===== src/rtl/irq_pkg.sv =====
package irq_pkg;

  typedef struct packed {
    logic ie;
    logic level_mode;
    logic pos_pol;
  } pin_cfg_t;

  function automatic int pulse_cycles(input int clk_hz, input int width_us);
    return (clk_hz / 1_000_000) * width_us;
  endfunction

endpackage


===== src/rtl/irq_flag_bank.sv =====
module irq_flag_bank #(
  parameter int          N_SRC    = 8,
  parameter logic [N_SRC-1:0] EDGE_SRC = '0
) (
  input  logic             clk,
  input  logic             rst_n,
  input  logic [N_SRC-1:0] src_in,
  input  logic             clr_wr,
  input  logic [N_SRC-1:0] clr_data,
  output logic [N_SRC-1:0] flags_q,
  output logic [N_SRC-1:0] flags_d
);

  logic [N_SRC-1:0] set_vec;
  logic [N_SRC-1:0] clr_eff;

  assign clr_eff = clr_wr ? clr_data : '0;

  for (genvar i = 0; i < N_SRC; i++) begin : g_src
    if (EDGE_SRC[i]) begin : g_edge
      logic lvl_q;
      always_ff @(posedge clk or negedge rst_n) begin
        if (!rst_n) lvl_q <= 1'b0;
        else        lvl_q <= src_in[i];
      end
      assign set_vec[i] = src_in[i] & ~lvl_q;
    end else begin : g_pulse
      assign set_vec[i] = src_in[i];
    end

    always_comb begin
      if (set_vec[i])      flags_d[i] = 1'b1;
      else if (clr_eff[i]) flags_d[i] = 1'b0;
      else                 flags_d[i] = flags_q[i];
    end
  end

  always_ff @(posedge clk or negedge rst_n) begin
    if (!rst_n) flags_q <= '0;
    else        flags_q <= flags_d;
  end


  set_wins_chk: assert property (@(posedge clk) disable iff (!rst_n)
    (set_vec != '0) |=> ((flags_q & $past(set_vec)) == $past(set_vec)));


  clear_only_ones_chk: assert property (@(posedge clk) disable iff (!rst_n)
    (flags_q != '0) |=> ((($past(flags_q) & ~flags_q) & ~$past(clr_eff)) == '0));

endmodule


===== src/rtl/irq_enable_reg.sv =====
module irq_enable_reg #(
  parameter int               N_SRC     = 8,
  parameter logic [N_SRC-1:0] KEEP_MASK = '0
) (
  input  logic             clk,
  input  logic             rst_n,
  input  logic             en_wr,
  input  logic [N_SRC-1:0] en_data,
  input  logic             bus_rst,
  output logic [N_SRC-1:0] en_q
);

  logic [N_SRC-1:0] en_d;

  always_comb begin
    en_d = en_q;
    if (bus_rst)    en_d = en_q & KEEP_MASK;
    else if (en_wr) en_d = en_data;
  end

  always_ff @(posedge clk or negedge rst_n) begin
    if (!rst_n) en_q <= '0;
    else        en_q <= en_d;
  end


  bus_rst_keep_chk: assert property (@(posedge clk) disable iff (!rst_n)
    bus_rst |=> (((en_q & ~KEEP_MASK) == '0) &&
                 ((en_q & KEEP_MASK) == ($past(en_q) & KEEP_MASK))));

endmodule


===== src/rtl/irq_pulse_timer.sv =====
module irq_pulse_timer #(
  parameter int PULSE_CYC = 20
) (
  input  logic clk,
  input  logic rst_n,
  input  logic fire,
  output logic pulse_on
);

  localparam int CW = $clog2(PULSE_CYC + 1);

  logic [CW-1:0] cnt_q;
  logic [CW-1:0] cnt_d;
  logic          cnt_en;

  assign pulse_on = (cnt_q != '0);
  assign cnt_en   = pulse_on | fire;

  always_comb begin
    if (pulse_on) cnt_d = cnt_q - 1'b1;
    else          cnt_d = CW'(PULSE_CYC);
  end

  always_ff @(posedge clk or negedge rst_n) begin
    if (!rst_n)      cnt_q <= '0;
    else if (cnt_en) cnt_q <= cnt_d;
  end


  pulse_start_chk: assert property (@(posedge clk) disable iff (!rst_n)
    $rose(pulse_on) |-> $past(fire));


  no_restart_chk: assert property (@(posedge clk) disable iff (!rst_n)
    (pulse_on && fire) |=> (cnt_q == $past(cnt_q) - 1'b1));

endmodule


===== src/rtl/irq_aggregator.sv =====
module irq_aggregator
  import irq_pkg::*;
#(
  parameter int               N_SRC     = 8,
  parameter int               CLK_HZ    = 100_000_000,
  parameter int               PULSE_US  = 20,
  parameter logic [N_SRC-1:0] EDGE_SRC  = 8'hC0,
  parameter logic [N_SRC-1:0] KEEP_MASK = 8'h03
) (
  input  logic             clk,
  input  logic             rst_n,
  input  logic [N_SRC-1:0] src_in,
  input  logic             clr_wr,
  input  logic [N_SRC-1:0] clr_data,
  input  logic             en_wr,
  input  logic [N_SRC-1:0] en_data,
  input  logic             bus_rst,
  input  logic             ie,
  input  logic             level_mode,
  input  logic             pos_pol,
  output logic [N_SRC-1:0] irq_flags,
  output logic [N_SRC-1:0] irq_en,
  output logic             int_oe,
  output logic             int_out
);

  localparam int PULSE_CYC = pulse_cycles(CLK_HZ, PULSE_US);

  logic [1:0]       rst_sync_q;
  logic             rst_int_n;
  logic [N_SRC-1:0] flags_q;
  logic [N_SRC-1:0] flags_d;
  logic             pend;
  logic             pend_q;
  logic             drop_q;
  logic             drop_d;
  logic             fire;
  logic             pulse_on;
  pin_cfg_t         cfg;

  always_ff @(posedge clk or negedge rst_n) begin
    if (!rst_n) rst_sync_q <= 2'b00;
    else        rst_sync_q <= {rst_sync_q[0], 1'b1};
  end
  assign rst_int_n = rst_sync_q[1];

  assign cfg = '{ie: ie, level_mode: level_mode, pos_pol: pos_pol};

  irq_flag_bank #(.N_SRC(N_SRC), .EDGE_SRC(EDGE_SRC)) u_flags (
    .clk      (clk),
    .rst_n    (rst_int_n),
    .src_in   (src_in),
    .clr_wr   (clr_wr),
    .clr_data (clr_data),
    .flags_q  (flags_q),
    .flags_d  (flags_d)
  );

  irq_enable_reg #(.N_SRC(N_SRC), .KEEP_MASK(KEEP_MASK)) u_en (
    .clk     (clk),
    .rst_n   (rst_int_n),
    .en_wr   (en_wr),
    .en_data (en_data),
    .bus_rst (bus_rst),
    .en_q    (irq_en)
  );

  assign pend   = |(flags_q & irq_en);
  assign drop_d = |(flags_q & ~flags_d & irq_en);
  assign fire   = cfg.ie & ~cfg.level_mode & pend & (~pend_q | drop_q);

  always_ff @(posedge clk or negedge rst_int_n) begin
    if (!rst_int_n) begin
      pend_q <= 1'b0;
      drop_q <= 1'b0;
    end else begin
      pend_q <= pend;
      drop_q <= drop_d;
    end
  end

  irq_pulse_timer #(.PULSE_CYC(PULSE_CYC)) u_timer (
    .clk      (clk),
    .rst_n    (rst_int_n),
    .fire     (fire),
    .pulse_on (pulse_on)
  );

  always_comb begin
    if (cfg.level_mode) begin
      int_oe  = cfg.ie & pend;
      int_out = ~pend;
    end else begin
      int_oe  = cfg.ie;
      int_out = cfg.pos_pol ? pulse_on : ~pulse_on;
    end
  end

  assign irq_flags = flags_q;


  released_chk: assert property (@(posedge clk) disable iff (!rst_int_n)
    !ie |-> !int_oe);


  level_low_chk: assert property (@(posedge clk) disable iff (!rst_int_n)
    (level_mode && int_oe) |-> (!int_out && (flags_q & irq_en) != '0));

endmodule


===== config.mk =====
export PLATFORM = sky130hd
export DESIGN_NAME = irq_aggregator
export DESIGN_NICKNAME = d
export VERILOG_FILES = /design/src/rtl/irq_pkg.sv /design/src/rtl/irq_flag_bank.sv /design/src/rtl/irq_enable_reg.sv /design/src/rtl/irq_pulse_timer.sv /design/src/rtl/irq_aggregator.sv
export SDC_FILE = /design/constraint.sdc
export NUM_CORES = 1
export LEC_CHECK = 0
export BUFFER_PORTS_ARGS = -buffer_cell sky130_fd_sc_hd__buf_2
export CORE_UTILIZATION = 49
export DETAILED_ROUTE_END_ITERATION = 8
export PLACE_DENSITY = 0.78
export SKIP_CTS_REPAIR_TIMING = 1
export SYNTH_ARGS = -nofsm -noshare
export SYNTH_HDL_FRONTEND = slang
export SYNTH_HIERARCHICAL = 1
export SYNTH_SLANG_ARGS = --single-unit

===== constraint.sdc =====
create_clock -name clk -period 4.3 [get_ports clk]
set_input_delay 0 -clock clk [delete_from_list [all_inputs] [get_ports clk]]
set_output_delay 0 -clock clk [all_outputs]
set_load 0.02 [all_outputs]

==> qor.yml <==
critical_path:
  crit_path_end_kind: "output port"
  crit_arrival_ps: 2430
  cp_max_fo: 10
  path_buf_inv: 2
  critPathKind: "flip-flop to output port"
  startpoint_type: "flip-flop"
  crit_slowest_cell: "or4_4"
  worstPathCellList: "or4_4, nor3_4, inv_2, xor2_1, nor2_1, a31o_2, buf_2"
  cpPeakStageDelay_ps: 600
  critPathRequiredTime_ps: 4300
  cpLargestDelayFamily: "simple AND/OR/NAND/NOR gates"
detailed_routing:
  wl_per_cell_um: 15.9
  drt-met1-wl_um: 1660
  drt_first_iter_violations: 68
  route.met2.wl_um: 2200
  drt-total-wl_um: 4180
  viasPerCell: 5.28
  drcViolationCount: 3
  ant_nets: 0
  wl_met3_um: 213
  first_pass_iters: 6
  top_layer_used: "met4"
  via_count: 1388
synth:
  synthFlopType: "dfrtp_1"
  synth_edf_count: 0
  synth_area_per_cell_sq_um: 11.3
  syn_nets: 170
  synthDistinctLibCells: 40
  synthArstFlopShare_pct: 100
  synth_common_cells: "dfrtp_1, nand2_1, nor2_1, mux2i_1, a21o_1"
  yosys.area.top_type: "dfrtp_1"
  synth.top_cell.area_share_pct: 53.7
  synthesis.area_sq_um: 1540
  synth_cells: 136
  yosysWarnings: 6
  ys_seq_elements: 33
  synth_most_common_cell: "dfrtp_1"
  ys_seq_area_share_pct: 53.7
  synthTopCellsByArea: "dfrtp_1, mux2i_1, nand2_1, a21o_1, nor2_1"
clock_network:
  numCtsBuffers: 5
  clock-sinks: 33
  clockBufferDepth: 2
  cts_tree: "done"
  clock_latency_ps: 340
  path_clk_slew_ps: 100
  cts_root_buf: "clkbuf_4"
  h-tree-depth: 2
placed_design:
  io_buffers: 49
  dp_cells: 226
  hpwl_um: 2630
  post-place-ws_ps: 2260
  place_congestion: 0.823
floorplanning:
  core-area_sq_um: 2880
  io_pins: 50
  die_width_um: 58.0
  die_area_sq_um: 3370
  die_h_um: 58.0
  start_util_pct: 53.5
  row_count: 19
sta:
  finalCritPeriodShare_pct: 56.4
  worst_pin_slew_ps: 621
  finalWorstSetupSlack_ps: 1870
  slew_headroom_pct: 58.2
  fmax_mhz: 412
  clock_skew_ps: 12.2
  min_period_ps: 2430
  timing.setup.tns_ps: 0
  finalHoldViolations: 0
  setup_violations: 0
  drv_slew: 0
  holdWs_ps: 3.71
  rsz0062_at_grt: "no"
finish:
  diodes: 0
  num-nets-final: 254
  final_cells: 263
  final_layout_size_suffix_gt1_share_pct: 33.0
  area_delta_synth_final_pct: 40.8
global_route:
  grt_max_degree: 32
  overflow: 0
  grt_pass1_wl_um: 5600
  grt_pass1_vias: 1229
  antenna_found_initial: 0
  groute.usage.overall_pct: 22.4
pwr:
  finalPower_mw: 0.777
  leakage_nw: 1.03
  peakVddDrop_uv: 241
  powerDensity_nw_per_um2: 358
outcome:
  violations: "DRC"
  status: "complete, but fails checks"
job:
  drv_cap: 0
worst_hold_path:
  min_path_type: "input pin to flip-flop"
-- state kept, by name (all words and copies together) (netlist names) --
| register | cells |
|---|---|
| pend_q | 1 |
| rst_sync_q | 2 |
| drop_q | 1 |
| u_flags/flags_q | 8 |
| u_timer/cnt_q | 11 |
| u_flags/g_src.g_edge.lvl_q | 2 |
| u_en/en_q | 8 |
-- area by class of cell --
type	instances	area, sq um
Fill cell	200	709
Timing Repair Buffer	79	543
Clock inverter	3	17.5
Clock buffer	5	37.5
Sequential cell	33	826
Multi-Input combinational cell	95	668
Inverter	6	22.5
Tap cell	42	52.6
-- through the flow --
| step | util (%) | instance area (sq um) |
|---|---|---|
| 2_1_floorplan | - | 1540 |
| 3_3_place_gp | 63.3 | 1820 |
| 3_5_place_dp | 63.3 | 1820 |
| 4_1_cts | 65.2 | 1880 |
| 5_1_grt | 75.3 | 2170 |
| 6_report | 75.3 | 2170 |
-- worst min-delay path, stage by stage --
cell and delay (ps):
buf_2 90, nand2_1 60, a21o_1 150
-- where the power goes --
part,leakage (nW),switching (mW),internal (mW)
combinational,0.612,0.102,0.0968
sequential,0.385,0.0512,0.358
clock,0.0310,0.108,0.0615
-- path summary, 6_finish.rpt --
path                                       to  slack, ps        startpoint  cells after the start
max in group asynchronous       rst_sync_q[1]       3680             rst_n                      3
min                        u_flags/flags_q[1]          4       clr_data[1]                      3
min in group asynchronous  u_flags/flags_q[5]        250     rst_sync_q[1]                      1
min reg2reg                u_flags/flags_q[5]        250     rst_sync_q[1]                      1
max reg2reg                  u_timer/cnt_q[1]       2270  u_timer/cnt_q[4]                      5
max                                   int_out       1870  u_timer/cnt_q[4]                      7
-- metal layers --
layer	track usage, %	vias to the layer above
met5	0	-
met4	6.12	0
met3	6.92	11
met2	36.9	54
met1	28.7	668
li1	-	655
-- placed cells by master, fill, tap and decap left out, types with 3 or more instances in the layout --
| master | count |
|---|---|
| or4_1 | 3 |
| o22ai_1 | 4 |
| mux2i_1 | 7 |
| a21o_1 | 6 |
| dlygate4sd3_1 | 29 |
| buf_2 | 49 |
| nor3_1 | 4 |
| dfrtp_1 | 33 |
| inv_1 | 5 |
| xor2_1 | 3 |
| o21ai_0 | 3 |
| clkbuf_4 | 5 |
| nand2_1 | 18 |
| nor2_1 | 11 |
-- cells by family after synthesis --
| family | count (synthesis) | synth area share [%] |
|---|---|---|
| flops | 33 | 53.7 |
| buf+inv | 8 | 2.93 |
| simple gates | 52 | 18.9 |
| mux | 10 | 7.24 |
| compound gates | 26 | 13.1 |
| fa+ha+maj | 2 | 1.63 |
| other cells | 1 | 0.244 |
| xor+xnor | 4 | 2.28 |
No activity file was read; power rests on OpenSTA's default activity.
